File: src/rtl/mrp_pkg.sv
package mrp_pkg;
  localparam int DATA_W    = 32;
  localparam int OBS_SEL_W = 4;
  localparam int LANE_W    = 1 << OBS_SEL_W;
  localparam int LANES     = DATA_W / LANE_W;
  localparam int PASS_W    = 6;

  // strobes from control to datapath
  typedef struct packed {
    logic                 pickB;
    logic [OBS_SEL_W-1:0] obsIdx;
    logic [LANES-1:0]     obsEn;
  } strobe_t;
endpackage

File: src/rtl/mrp_ctrl.sv
module mrp_ctrl
  import mrp_pkg::*;
#(
  parameter int DW = DATA_W,
  parameter int SW = OBS_SEL_W,
  parameter int PW = PASS_W
) (
  input  logic          rstHi,
  input  logic [DW-1:0] wordA,
  input  logic [DW-1:0] wordB,
  input  logic          pickB,
  input  logic [SW-1:0] obsIdx,
  input  logic          obsEnLo,
  input  logic          obsEnHi,
  input  logic [PW-1:0] passIn,
  output strobe_t       strb,
  output logic          parityOut
);
  localparam int TREE_W = 2 * DW + SW + PW + 4;

  logic [TREE_W-1:0] treeIn;

  always_comb begin
    strb.pickB  = pickB;
    strb.obsIdx = obsIdx;
    strb.obsEn  = {obsEnHi, obsEnLo};
  end

  // parametric-test tree, no registers
  assign treeIn    = {wordA, wordB, pickB, obsIdx, obsEnLo, obsEnHi, rstHi, passIn};
  assign parityOut = ^treeIn;
endmodule

File: src/rtl/mrp_datapath.sv
module mrp_datapath
  import mrp_pkg::*;
#(
  parameter int DW = DATA_W,
  parameter int LW = LANE_W,
  parameter int NL = LANES
) (
  input  logic          clk,
  input  logic          rstHi,
  input  logic [DW-1:0] wordA,
  input  logic [DW-1:0] wordB,
  input  strobe_t       strb,
  output logic [DW-1:0] qTrue,
  output logic [DW-1:0] qInv,
  output logic [NL-1:0] obsOut
);
  logic [DW-1:0] selWord;
  logic [DW-1:0] stage1;
  logic [DW-1:0] stage2;

  for (genvar i = 0; i < DW; i++) begin : gSel
    assign selWord[i] = strb.pickB ? wordB[i] : wordA[i];
  end

  always_ff @(posedge clk or posedge rstHi) begin
    if (rstHi) begin
      stage1 <= '0;
      stage2 <= '0;
    end else begin
      stage1 <= selWord;
      stage2 <= stage1;
    end
  end

  assign qTrue = stage2;
  assign qInv  = ~stage2;

  for (genvar g = 0; g < NL; g++) begin : gObs
    logic [LW-1:0] laneBits;
    assign laneBits  = wordA[g*LW +: LW];
    assign obsOut[g] = strb.obsEn[g] & laneBits[strb.obsIdx];

    assert_obs_on_R5: assert property (@(posedge clk) disable iff (rstHi)
      strb.obsEn[g] |-> obsOut[g] == wordA[g*LW + int'(strb.obsIdx)]);
    assert_obs_off_R6: assert property (@(posedge clk) disable iff (rstHi)
      !strb.obsEn[g] |-> !obsOut[g]);
  end

  // edges seen since reset release, saturating at 2
  logic [1:0] sinceRst;
  always_ff @(posedge clk or posedge rstHi) begin
    if (rstHi) sinceRst <= '0;
    else if (sinceRst != 2'd2) sinceRst <= sinceRst + 2'd1;
  end

  assert_take_a_R1: assert property (@(posedge clk) disable iff (rstHi)
    (sinceRst != 2'd0 && !$past(strb.pickB)) |-> stage1 == $past(wordA));
  assert_take_b_R1: assert property (@(posedge clk) disable iff (rstHi)
    (sinceRst != 2'd0 && $past(strb.pickB)) |-> stage1 == $past(wordB));
  assert_latency_R2: assert property (@(posedge clk) disable iff (rstHi)
    (sinceRst == 2'd2) |-> qTrue == $past(selWord, 2));
  assert_clear_R3: assert property (@(posedge clk)
    rstHi |-> (qTrue == '0 && qInv == '1));
endmodule

File: src/rtl/dualstage_mux_pipe.sv
module dualstage_mux_pipe
  import mrp_pkg::*;
#(
  parameter int DW = DATA_W,
  parameter int SW = OBS_SEL_W,
  parameter int PW = PASS_W
) (
  input  logic          clk,
  input  logic          rstHi,
  input  logic [DW-1:0] wordA,
  input  logic [DW-1:0] wordB,
  input  logic          pickB,
  input  logic [SW-1:0] obsIdx,
  input  logic          obsEnLo,
  input  logic          obsEnHi,
  input  logic [PW-1:0] passIn,
  output logic [DW-1:0] qTrue,
  output logic [DW-1:0] qInv,
  output logic          obsLo,
  output logic          obsHi,
  output logic          parityOut,
  output logic [PW-1:0] passOut
);
  localparam int NL = DW / (1 << SW);

  strobe_t       strb;
  logic [NL-1:0] obsOut;

  mrp_ctrl #(.DW(DW), .SW(SW), .PW(PW)) uCtrl (
    .rstHi(rstHi), .wordA(wordA), .wordB(wordB), .pickB(pickB),
    .obsIdx(obsIdx), .obsEnLo(obsEnLo), .obsEnHi(obsEnHi),
    .passIn(passIn), .strb(strb), .parityOut(parityOut)
  );

  mrp_datapath #(.DW(DW), .LW(1 << SW), .NL(NL)) uData (
    .clk(clk), .rstHi(rstHi), .wordA(wordA), .wordB(wordB),
    .strb(strb), .qTrue(qTrue), .qInv(qInv), .obsOut(obsOut)
  );

  assign obsLo   = obsOut[0];
  assign obsHi   = obsOut[NL-1];
  assign passOut = passIn;
endmodule

File: config.mk
export PLATFORM = sky130hd
export DESIGN_NAME = dualstage_mux_pipe
export DESIGN_NICKNAME = d
export VERILOG_FILES = /design/src/rtl/mrp_pkg.sv /design/src/rtl/mrp_ctrl.sv /design/src/rtl/mrp_datapath.sv /design/src/rtl/dualstage_mux_pipe.sv
export SDC_FILE = /design/constraint.sdc
export NUM_CORES = 1
export LEC_CHECK = 0
export ABC_AREA = 1
export CAP_MARGIN = 5
export CORE_MARGIN = 5
export CORE_UTILIZATION = 45
export CTS_BUF_LIST = sky130_fd_sc_hd__clkbuf_16
export DETAILED_ROUTE_END_ITERATION = 8
export PLACE_DENSITY_LB_ADDON = 0.12
export SETUP_SLACK_MARGIN = 0.05
export SYNTH_ARGS = -nofsm -noshare
export SYNTH_HDL_FRONTEND = slang
export SYNTH_HIERARCHICAL = 1
export SYNTH_SLANG_ARGS = --single-unit
File: constraint.sdc
create_clock -name clk -period 2.75 [get_ports clk]
set_clock_uncertainty 0.2 [all_clocks]
set_input_delay 0.4125 -clock clk [delete_from_list [all_inputs] [get_ports clk]]
set_output_delay 0.4125 -clock clk [all_outputs]
set_load 0.03 [all_outputs]
Word level (Yosys, flattened, before mapping) --
Index checks and enable logic that the tools add are counted.
Word-level totals: register bits 64, bits of input ports 79, word-level logic and storage cells 43
Operators by class: $lt $le $gt $ge 1, multiplexer cells 36, bitwise operators 3, reductions and logical operators 1
Operator list (count):
- $reduce_xor 78->1 | 1
- $mux 1 | 34
- $not 32->32 | 1
- $bmux 1 s4 | 2
- $lt 4x5->1 const B | 1
- $and 1x1->1 | 2

Depth between registers and ports, before layout --
Gate-level depths: netlist of run 1.
depth after elaboration 3, gate-level depth with buffers 17, gate-level depth less buffers 17

Modules after synthesis --
The synthesis of run 1 kept the hierarchy.
Modules (own cells, without submodules):
- mrp_datapath | times used 1, cells an instance 272, area an instance 2531.2 µm², seq. area each 1601.5 µm²
- mrp_ctrl | times used 1, cells an instance 399, area an instance 1744.2 µm², seq. area each 0.0 µm²
- dualstage_mux_pipe | times used 1, cells an instance 6, area an instance 45.0 µm², seq. area each 0.0 µm²

Worst setup path after synthesis of run 1 --
No wires, ideal clock.
path type input-to-output, from input wordB[10], to output parityOut, arrival 1.461 ns, required time 2.138 ns, slack 0.676 ns, cell stages on the path 17, buffers on the path 0, cells stage by stage inv_1 > nand2_1 > nand2_1 > inv_1 > nand2_1 > nand2_1 > nand2_1 > nand2_1 > nand2_1 > nand2_1 > nand2_1 > nand2_2 > inv_1 > nand2_1 > nand2_1 > nand2_1 > nand2_1
Between the ends: word-level cells in the longest chain between the ends 1
RTL lines:
- start: declaration | RTL line dualstage_mux_pipe.sv:11 | input logic [DW-1:0] wordB,
- $reduce_xor 78->1 | RTL line mrp_ctrl.sv:31 | assign parityOut = ^treeIn;
- end: declaration | RTL line dualstage_mux_pipe.sv:21 | output logic parityOut,
Every way passes these cells.

Final worst setup path of run 1 --
from input wordA[23], to output parityOut
Between the ends: word-level cells in the longest chain between the ends 1
RTL lines:
- start: declaration | RTL line dualstage_mux_pipe.sv:10 | input logic [DW-1:0] wordA,
- $reduce_xor 78->1 | RTL line mrp_ctrl.sv:31
Every way passes these cells.

==> impl_metrics.ini, run 1 <==
[floorplanning]
die_y_microns = 108
fp-row-count = 35
start_util_pct = 46.5
pin_count = 152
dieWidth_microns = 108
coreArea_sq_um = 9280
die_area_sq_um = 11700

[final_layout]
layout.cells.non_filler = 957
final_area_sq_um = 6350
drive_above_1_share_pct = 12.3
antenna-diode-count = 0
final-seq-area_sq_um = 1600
area_growth_pct = 47.0
multi_input_area_sq_um = 2270
nFillCells = 790
final_nets = 902

[logic_synthesis]
yosys.area.top_type = dfrtp_1
yosys.area.top_type_share_pct = 37.1
ys_async_sr_fraction_pct = 100
yosysMostFrequentCell = nand2_1
synth-edff-count = 0
synth-seq-cells = 64
synthesis.nets = 756
syn_area_sq_um = 4320
yosys_warnings = 6
syn_area_per_cell_sq_um = 6.38
yosysSeqAreaShare_pct = 37.1
synth_area_leaders = dfrtp_1 (37%), nand2_1 (30%), inv_1 (9.7%), xnor2_1 (4.9%), nand3_1 (3.8%)
synthTopCellsByCount = nand2_1 (348), inv_1 (112), dfrtp_1 (64), nand3_1 (33), o21ai_0 (32)
synthCells = 677
ys.flop_type = dfrtp_1
synth_cell_types = 19

[run_status]
status = finished, final reports clean

[global_routing]
grt_pass1_vias = 4300
met3_usage_pct = 4.78
grt_pass1_wl_mm = 19.1
antenna_found_initial = 0
use_met1_pct = 24.9
grt-busiest-layer = met2
grt_overflow = 0
grt_use_total_pct = 20.3
grt.met2_usage_pct = 35.5
grt_max_degree = 49

[timing]
fin_crit_sh_pct = 94.4
setup_tns_ns = 0
setup_viol = 0
min_period_ns = 2.60
maxSlewHeadroom_pct = 69.1
max_freq_ghz = 0.385
drv_slew = 0
finalHoldViolCount = 0
rsz0062_at_grt = no
max_slew.worst_pin.slew_ns = 0.462

[route]
num_vias = 4488
drt_first_iter_violations = 232
wl_mm = 12.0
ant_nets = 0
dr.pass1.iters = 5
drc = 0
via_per_inst = 4.69
wl_per_cell_microns = 12.5

[setup_path]
arrival_ns = 1.98
cp_max_fo = 2
crit_required_ns = 2.14
critPathCaptureType = output port
worst_r2r_path_depth = 0
start_kind = primary input
crit_type = primary input to output port

[power]
ir_drop_uv = 352
p_per_area_nw_per_um2 = 512
leakagePower_nw = 3.73

[clock_tree]
ctsHoldBuffers = 0
cts_buffers = 9
clock_sinks = 64
clockBufferDepth = 2
cts_tree = yes
postCtsSetupRepairBufs = 0
cts_max_level = 3
clk_pin_slew_ns = 0.06
clock_latency_ns = 0.32
cts_root_buf = clkbuf_16

[hold_path]
hold_path.class = primary input to async pin

[placement]
post_dp_cell_area_sq_um = 5890
place_congestion = 0.834
dp_hpwl_mm = 9.27
placed_cells = 941
placement.io_buffers = 151

[job]
cap_violations = 0
## logic make-up (layout without fill, tap and decap cells)
logic type	Yosys count	after routing	share of synthesized area, %
DFF	64	64	37.1
buffers and inverters	143	294	14.5
xor gates and xnor gates	38	38	8.05
and+or+nand+nor	398	398	36.3
AOI/OAI and AO/OA	34	34	4.11
## flip-flops by register name, summed over array words and instances, names as in the netlist
register and flops:
uData/qTrue 32, uData/stage1 32
## layout by cell type (no fill, tap or decap), drive strengths merged, types with 10 or more instances in the layout
cell	n
buf	11
clkbuf	20
clkdlybuf4s15	10
clkdlybuf4s50	78
dfrtp	64
dlygate4sd2	23
dlymetal6s2s	26
inv	120
nand2	358
nand3	34
o21ai	32
xnor2	26
xor2	12
## power by group
part           internal, mW  switching, mW  leakage, nW
Combinational         0.440          0.660         2.82
Clock                 0.693          0.420        0.142
Sequential             1.01         0.0278        0.766
Total                  2.15           1.11         3.73
## worst paths after layout
| path | start | end | slack [ns] |
|---|---|---|---|
| worst max-delay path | wordA[23] | parityOut | 0.15 |
| worst min register to register | uData/stage1[31] | uData/qTrue[31] | 0.14 |
| worst min-delay path | rstHi | uData/stage1[19] | 0.11 |
| max in group asynchronous | rstHi | uData/qTrue[9] | 1.64 |
| min in group clk | uData/stage1[31] | uData/qTrue[31] | 0.14 |
| worst max register to register | uData/stage1[14] | uData/qTrue[14] | 2.06 |
## worst max-delay path, cell delays in order
cell,delay (ns)
clkdlybuf4s50_1,0.44
xnor2_1,0.22
xnor2_1,0.17
xnor2_1,0.12
xnor2_1,0.26
nand3_1,0.13
nand2_2,0.09
buf_6,0.13
## through the flow
stage | total power, mW | util [%] | hold WS [ns] | setup slack (ns)
after floorplan | 1.70 | - | 0.131 | 0.539
after global placement | 2.10 | 63.5 | 0.131 | -0.0230
after detailed placement | 2.13 | 63.5 | 0.135 | -0.0498
after CTS | 3.25 | 66.5 | 0.0992 | 0.0504
after global routing | 3.42 | 68.4 | 0.149 | 0.0391
final | 3.25 | 68.4 | 0.112 | 0.154
## area by class of cell
cell class,instances,share of cell area [%]
multi-input cells,470,35.8
flip-flops and latches,64,25.2
repair buffers,159,24.8
inverters,119,7.11
clock buffers,9,3.55
well taps,129,2.54
clock inverters,7,1.00
## what timing repair did
item                       4_1_cts  5_1_grt
setup endpoints to repair        1        1
gates resized for setup         53       90
pin swaps                        8       21
gates cloned                     0        0
## per-layer routing
layer | share of wire [%] | wire (microns) | vias up
met4 | 1.6 | 194 | 0
li1 | - | - | 2264
met2 | 49 | 5850 | 174
met3 | 8.2 | 989 | 19
met1 | 41 | 4950 | 2031
met5 | 0 | 0 | -
Power figures use the tool's default switching activity.
==> inputs of run 2 (changes only) <==
- CAP_MARGIN: 5 -> unset
==> results of run 2 <==
Final layout, timing and power as in run 1 (identical DEF).
